**config.mk**
```make
export PLATFORM = sky130hd
export DESIGN_NAME = cart_bank_mapper
export DESIGN_NICKNAME = d
export VERILOG_FILES = /design/src/rtl/cbm_pkg.sv /design/src/rtl/cbm_rst_sync.sv /design/src/rtl/cbm_wr_decode.sv /design/src/rtl/cbm_ctrl_regs.sv /design/src/rtl/cbm_addr_map.sv /design/src/rtl/cart_bank_mapper.sv
export SDC_FILE = /design/constraint.sdc
export NUM_CORES = 1
export LEC_CHECK = 0
export CAP_MARGIN = 15
export CELL_PAD_IN_SITES_DETAIL_PLACEMENT = 2
export CELL_PAD_IN_SITES_GLOBAL_PLACEMENT = 2
export CORE_MARGIN = 2
export CORE_UTILIZATION = 18
export CTS_CLUSTER_DIAMETER = 150
export DETAILED_ROUTE_END_ITERATION = 10
export HOLD_SLACK_MARGIN = 0.08
export PLACE_DENSITY_LB_ADDON = 0.1
export SLEW_MARGIN = 25
export SYNTH_ARGS = -nofsm -noshare
export SYNTH_HDL_FRONTEND = slang
export SYNTH_SLANG_ARGS = --single-unit
```
**constraint.sdc**
```tcl
create_clock -name clk -period 1 [get_ports clk]
set_input_delay 0.2 -clock clk [delete_from_list [all_inputs] [get_ports clk]]
set_output_delay 0.2 -clock clk [all_outputs]
set_load 0.005 [all_outputs]
```
**src/rtl/cbm_pkg.sv**
```systemverilog
package cbm_pkg;
  localparam int CBM_LO_W      = 5;
  localparam int CBM_HI_W      = 2;
  localparam int CBM_BANK_W    = CBM_LO_W + CBM_HI_W;
  localparam int CBM_RAMB_W    = 2;
  localparam int CBM_WIN_W     = 14;
  localparam int CBM_RAM_OFF_W = 13;
  localparam int CBM_ROM_AW    = CBM_BANK_W + CBM_WIN_W;
  localparam int CBM_RAM_AW    = CBM_RAMB_W + CBM_RAM_OFF_W;
  localparam int CBM_NREG      = 4;
  localparam int CBM_SEL_W     = 3;

  localparam logic [7:0] CBM_RAM_ON  = 8'h0A;
  localparam logic [7:0] CBM_RAM_OFF = 8'h00;
  localparam logic [CBM_SEL_W-1:0] CBM_RAM_WIN = 3'd5;

  typedef enum logic {
    MODE_ROM = 1'b0,
    MODE_RAM = 1'b1
  } cbm_mode_e;

  typedef enum logic [1:0] {
    REG_RAMEN  = 2'd0,
    REG_BANKLO = 2'd1,
    REG_SHARED = 2'd2,
    REG_MODE   = 2'd3
  } cbm_reg_e;

  typedef struct packed {
    logic                  ram_en;
    cbm_mode_e             mode;
    logic [CBM_HI_W-1:0]   hi2;
    logic [CBM_RAMB_W-1:0] ram_bank;
    logic [CBM_LO_W-1:0]   lo5;
  } cbm_state_t;
endpackage

```
**src/rtl/cbm_rst_sync.sv**
```systemverilog
module cbm_rst_sync #(
  parameter int STAGES = 2
) (
  input  logic clk,
  input  logic rst_n,
  output logic rst_sync_n
);
  logic [STAGES-1:0] pipe_q;

  always_ff @(posedge clk or negedge rst_n) begin
    if (!rst_n) pipe_q <= '0;
    else        pipe_q <= {pipe_q[STAGES-2:0], 1'b1};
  end

  assign rst_sync_n = pipe_q[STAGES-1];
endmodule

```
**src/rtl/cbm_wr_decode.sv**
```systemverilog
module cbm_wr_decode
  import cbm_pkg::*;
(
  input  logic                 we,
  input  logic [CBM_SEL_W-1:0] addr_hi,
  output logic [CBM_NREG-1:0]  wr_sel
);
  for (genvar g = 0; g < CBM_NREG; g++) begin : g_sel
    assign wr_sel[g] = we && (addr_hi == CBM_SEL_W'(g));
  end
endmodule

```
**src/rtl/cbm_ctrl_regs.sv**
```systemverilog
module cbm_ctrl_regs
  import cbm_pkg::*;
(
  input  logic                clk,
  input  logic                rst_n,
  input  logic [CBM_NREG-1:0] wr_sel,
  input  logic [7:0]          wdata,
  output cbm_state_t          state_q
);
  cbm_state_t state_d;
  logic       state_en;
  cbm_state_t state_rst;

  always_comb begin
    state_rst          = '0;
    state_rst.lo5      = CBM_LO_W'(1);
    state_rst.mode     = MODE_ROM;
  end

  // next-state logic
  always_comb begin
    state_d = state_q;
    if (wr_sel[REG_RAMEN]) begin
      if (wdata == CBM_RAM_ON)       state_d.ram_en = 1'b1;
      else if (wdata == CBM_RAM_OFF) state_d.ram_en = 1'b0;
    end
    if (wr_sel[REG_BANKLO]) begin
      if (wdata[CBM_LO_W-1:0] == '0) state_d.lo5 = CBM_LO_W'(1);
      else                           state_d.lo5 = wdata[CBM_LO_W-1:0];
    end
    if (wr_sel[REG_SHARED]) begin
      if (state_q.mode == MODE_ROM) state_d.hi2      = wdata[CBM_HI_W-1:0];
      else                          state_d.ram_bank = wdata[CBM_RAMB_W-1:0];
    end
    if (wr_sel[REG_MODE]) begin
      if (wdata[0]) begin
        state_d.mode = MODE_RAM;
        state_d.hi2  = '0;
      end else begin
        state_d.mode     = MODE_ROM;
        state_d.ram_bank = '0;
      end
    end
  end

  assign state_en = |wr_sel;

  // state register with clock enable
  always_ff @(posedge clk or negedge rst_n) begin
    if (!rst_n)        state_q <= state_rst;
    else if (state_en) state_q <= state_d;
  end
endmodule

```
**src/rtl/cbm_addr_map.sv**
```systemverilog
module cbm_addr_map
  import cbm_pkg::*;
#(
  parameter int ROM_BANKS = 64
) (
  input  cbm_state_t              state,
  input  logic [15:0]             cpu_addr,
  output logic [CBM_ROM_AW-1:0]   rom_addr,
  output logic [CBM_RAM_AW-1:0]   ram_addr,
  output logic                    ram_ce
);
  localparam logic [CBM_BANK_W-1:0] BANK_MASK = CBM_BANK_W'(ROM_BANKS - 1);

  logic [CBM_BANK_W-1:0] bank_raw;
  logic [CBM_BANK_W-1:0] bank_eff;
  logic [CBM_BANK_W-1:0] win_bank;

  always_comb begin
    bank_raw = {state.hi2, state.lo5};
    bank_eff = bank_raw & BANK_MASK;
    win_bank = cpu_addr[CBM_WIN_W] ? bank_eff : '0;
    rom_addr = {win_bank, cpu_addr[CBM_WIN_W-1:0]};
    ram_addr = {state.ram_bank, cpu_addr[CBM_RAM_OFF_W-1:0]};
    ram_ce   = state.ram_en && (cpu_addr[15:16-CBM_SEL_W] == CBM_RAM_WIN);
  end
endmodule

```
**src/rtl/cart_bank_mapper.sv**
```systemverilog
module cart_bank_mapper
  import cbm_pkg::*;
#(
  parameter int ROM_BANKS = 64
) (
  input  logic                  clk,
  input  logic                  rst_n,
  input  logic [15:0]           cpu_addr,
  input  logic [7:0]            cpu_wdata,
  input  logic                  cpu_we,
  output logic [CBM_ROM_AW-1:0] rom_addr,
  output logic [CBM_RAM_AW-1:0] ram_addr,
  output logic                  ram_ce
);
  logic                rst_sync_n;
  logic [CBM_NREG-1:0] wr_sel;
  cbm_state_t          ctl_q;

  cbm_rst_sync #(.STAGES(2)) i_rst_sync (
    .clk        (clk),
    .rst_n      (rst_n),
    .rst_sync_n (rst_sync_n)
  );

  cbm_wr_decode i_wr_decode (
    .we      (cpu_we),
    .addr_hi (cpu_addr[15:16-CBM_SEL_W]),
    .wr_sel  (wr_sel)
  );

  cbm_ctrl_regs i_ctrl_regs (
    .clk     (clk),
    .rst_n   (rst_sync_n),
    .wr_sel  (wr_sel),
    .wdata   (cpu_wdata),
    .state_q (ctl_q)
  );

  cbm_addr_map #(.ROM_BANKS(ROM_BANKS)) i_addr_map (
    .state    (ctl_q),
    .cpu_addr (cpu_addr),
    .rom_addr (rom_addr),
    .ram_addr (ram_addr),
    .ram_ce   (ram_ce)
  );
endmodule

```
==> flow_metrics.tcl <==
set metrics [dict create \
    vias_per_cell 3.94 \
    critPathRequiredTime_ps 800 \
    synth_compound_area_share_pct 9.39 \
    crit_buf_inv 1 \
    ys_types 26 \
    synth_area_leaders "dfrtp_1, buf_4, mux2_4" \
    io_pins 64 \
    postSynthCellCount 88 \
    finalClockSkew_ps 1.08 \
    h-tree-depth 1 \
    die_y_um 73.4 \
    yosysTopAreaCell "dfrtp_1" \
    cap_violations 0 \
    path_max_fanout 2 \
    grt_pass1_vias 729 \
    synthAdderAreaFrac_pct 0 \
    setup_tns_ps -690 \
    final_nets 131 \
    finalHoldViolations 0 \
    core_mm2 0.00469 \
    worstSetupEndpointType "output port" \
    drive_gt1_share_pct 49.5 \
    path_class "flop to output port" \
    synthesis.yosys.warnings 0 \
    die_x_um 73.4 \
    dp_cells 147 \
    cts_buffer_depth 2 \
    use_met1_pct 11.9 \
    path_cells "and2_4 -> buf_6" \
    start_kind "flop" \
    final-setup-viol-count 11 \
    finalCriticalPeriod_ps 1190 \
    die-area_mm2 0.00538 \
    grt.busiest_layer "met2" \
    antenna_found_initial 0 \
    cp.arrival_ps 990 \
    grt_pass1_wl_um 3650 \
    violations "negative setup slack" \
    vdd_drop_max_mv 0.336 \
    dr.pass1.iters 2 \
    track_usage_pct 9.12 \
    area_delta_synth_final_pct 32.2 \
    place_congestion 0.645 \
    ys_seq_area_share_pct 34.8 \
    status "finished, violations left" \
    fmax_ghz 0.842 \
    critPathSlowestCell "dfstp_2" \
    hp-class "input port to asynchronous set/reset pin" \
    wl_um 2150 \
    cts_sinks 12 \
    first_iter_violations 9 \
    maxSlewViolCount 0 \
    synthMuxAreaShare_pct 8.67 \
    drc 0 \
    cellPowerDensity_mw_per_mm2 1510 \
    portBuffers 23 \
    syn_avg_cell_area_um2 9.84 \
    synth_xor_area_share_pct 0 \
    p_leak_uw 0.000539 \
    final_cell_count_no_fill 157 \
    row_count 25 \
    dp_hpwl_um 1650 \
    clk_latency_ps 240 \
    synth_top_family_by_area "buffers and inverters" \
    grt.overflow.total 0 \
    clkTransAtPathRegs_ps 60 \
    antenna_left 0 \
    gr-usage-met2_pct 13.8 \
    routedWlPerCell_um 13.7 \
    initial_core_util_pct 18.5 \
    ys_ff_latch 12 \
    cts_hold_buf 0 \
    cts_tree "built" \
    synth-simple-area-share_pct 16.3 \
    setup_slack_ps -187 \
    numCtsBuffers 3 \
    grt_setup_unrepaired "yes" \
    synth_area_um2 866 \
    diodes 0 \
    grt_max_degree 11 \
    via_count 619 \
    crit_family "flip-flops" \
    crit_path_max_incr_delay_ps 530 \
    post-route-period-util_pct 119 \
    syn-num-nets 115 \
    clockRootBuffer "clkbuf_8" \
    met3_usage_pct 3.16 \
    synth_top_cell_area_share_pct 31.8 \
]
[layout by cell type, fill, tap and decap left out, types with 4 or more instances in the layout]
| cell | Yosys | final |
|---|---|---|
| dfrtp_1 | 11 | 11 |
| dlygate4sd2_1 | 0 | 6 |
| buf_4 | 30 | 14 |
| mux2_4 | 5 | 5 |
| and2_1 | 6 | 4 |
| clkbuf_8 | 0 | 4 |
| buf_6 | 2 | 8 |
| buf_2 | 0 | 9 |
[worst reg2reg max path: stages, from the launching register on]
cell,delay (ps)
dfrtp_1,370
buf_4,130
buf_4,120
mux2_4,250
[sequential cells by signal, summed over array words and instances, names as in the netlist]
signal               cells
i_ctrl_regs.state_q     10
i_rst_sync.pipe_q        2
[final timing paths]
path	from	to	slack [ps]	cells after the start
worst min register to register	i_rst_sync.pipe_q[1]	i_ctrl_regs.state_q[6]	160	1
max in group asynchronous	i_rst_sync.pipe_q[1]	i_ctrl_regs.state_q[0]	620	1
min in group clk	cpu_addr[13]	i_ctrl_regs.state_q[6]	350	3
worst max-delay path	i_ctrl_regs.state_q[0]	rom_addr[14]	-190	2
worst max register to register	i_ctrl_regs.state_q[4]	i_ctrl_regs.state_q[4]	20	3
worst min-delay path	rst_n	i_rst_sync.pipe_q[0]	120	1
[synth_stat cells, drive strengths merged]
master   instances
o22a             1
a31oi            1
nor4b            1
o21ai            4
and4bb           1
buf             32
nand4            1
a21oi            3
a2bb2oi          1
a41oi            1
mux2             5
and4b            1
dfstp            1
inv              3
a22oi            1
and3b            1
nor2b            3
dfrtp           11
nor2             2
nand3b           1
o22ai            1
and2             6
nor3             2
conb             2
nand2            2
[metrics by stage]
step	setup WS, ps	utilization, %	total power [uW]	area, um^2	hold WS (ps)
after floorplan	6.92	-	967	866	-95.6
after global placement	-698	21.8	1160	1020	167
after detailed placement	-716	21.8	1170	1020	163
after CTS	-198	23.3	1710	1090	114
after global routing	-250	24.4	1880	1140	113
final	-187	24.4	1730	1140	123
[routing by layer]
metal,wire length [um],vias to the layer above
met5,0,-
met4,26,0
met3,147,2
met2,1000,22
met1,976,302
li1,-,293
[cell type report]
cell class	instances	area (um^2)
multi-input combinational	41	354
inverter	3	11.3
clock buffer	4	55.1
fill	544	3550
tap	54	67.6
timing repair buffer	43	355
sequential	12	302
[where the power goes]
| part | switching, uW | internal (uW) | leakage, uW | total, uW |
|---|---|---|---|---|
| logic | 187 | 357 | 0.000371 | 544 |
| clock network | 187 | 348 | 0.0000288 | 534 |
| registers | 62.6 | 587 | 0.000139 | 650 |
| total | 436 | 1290 | 0.000539 | 1730 |
[cell families after synthesis]
logic type / count (synthesis)
AO/OA/AOI/OAI: 13
buffers and inverters: 35
flip-flops: 12
multiplexers: 5
other: 2
AND/OR/NAND/NOR: 21
[repair_timing]
item                                   CTS  global route
endpoints found under the hold margin    0             0
setup buffers                            5             1
gates resized for setup                 67            13
setup endpoints to repair               20            15
pin swaps                               12             4
Power figures use the tool's default switching activity.
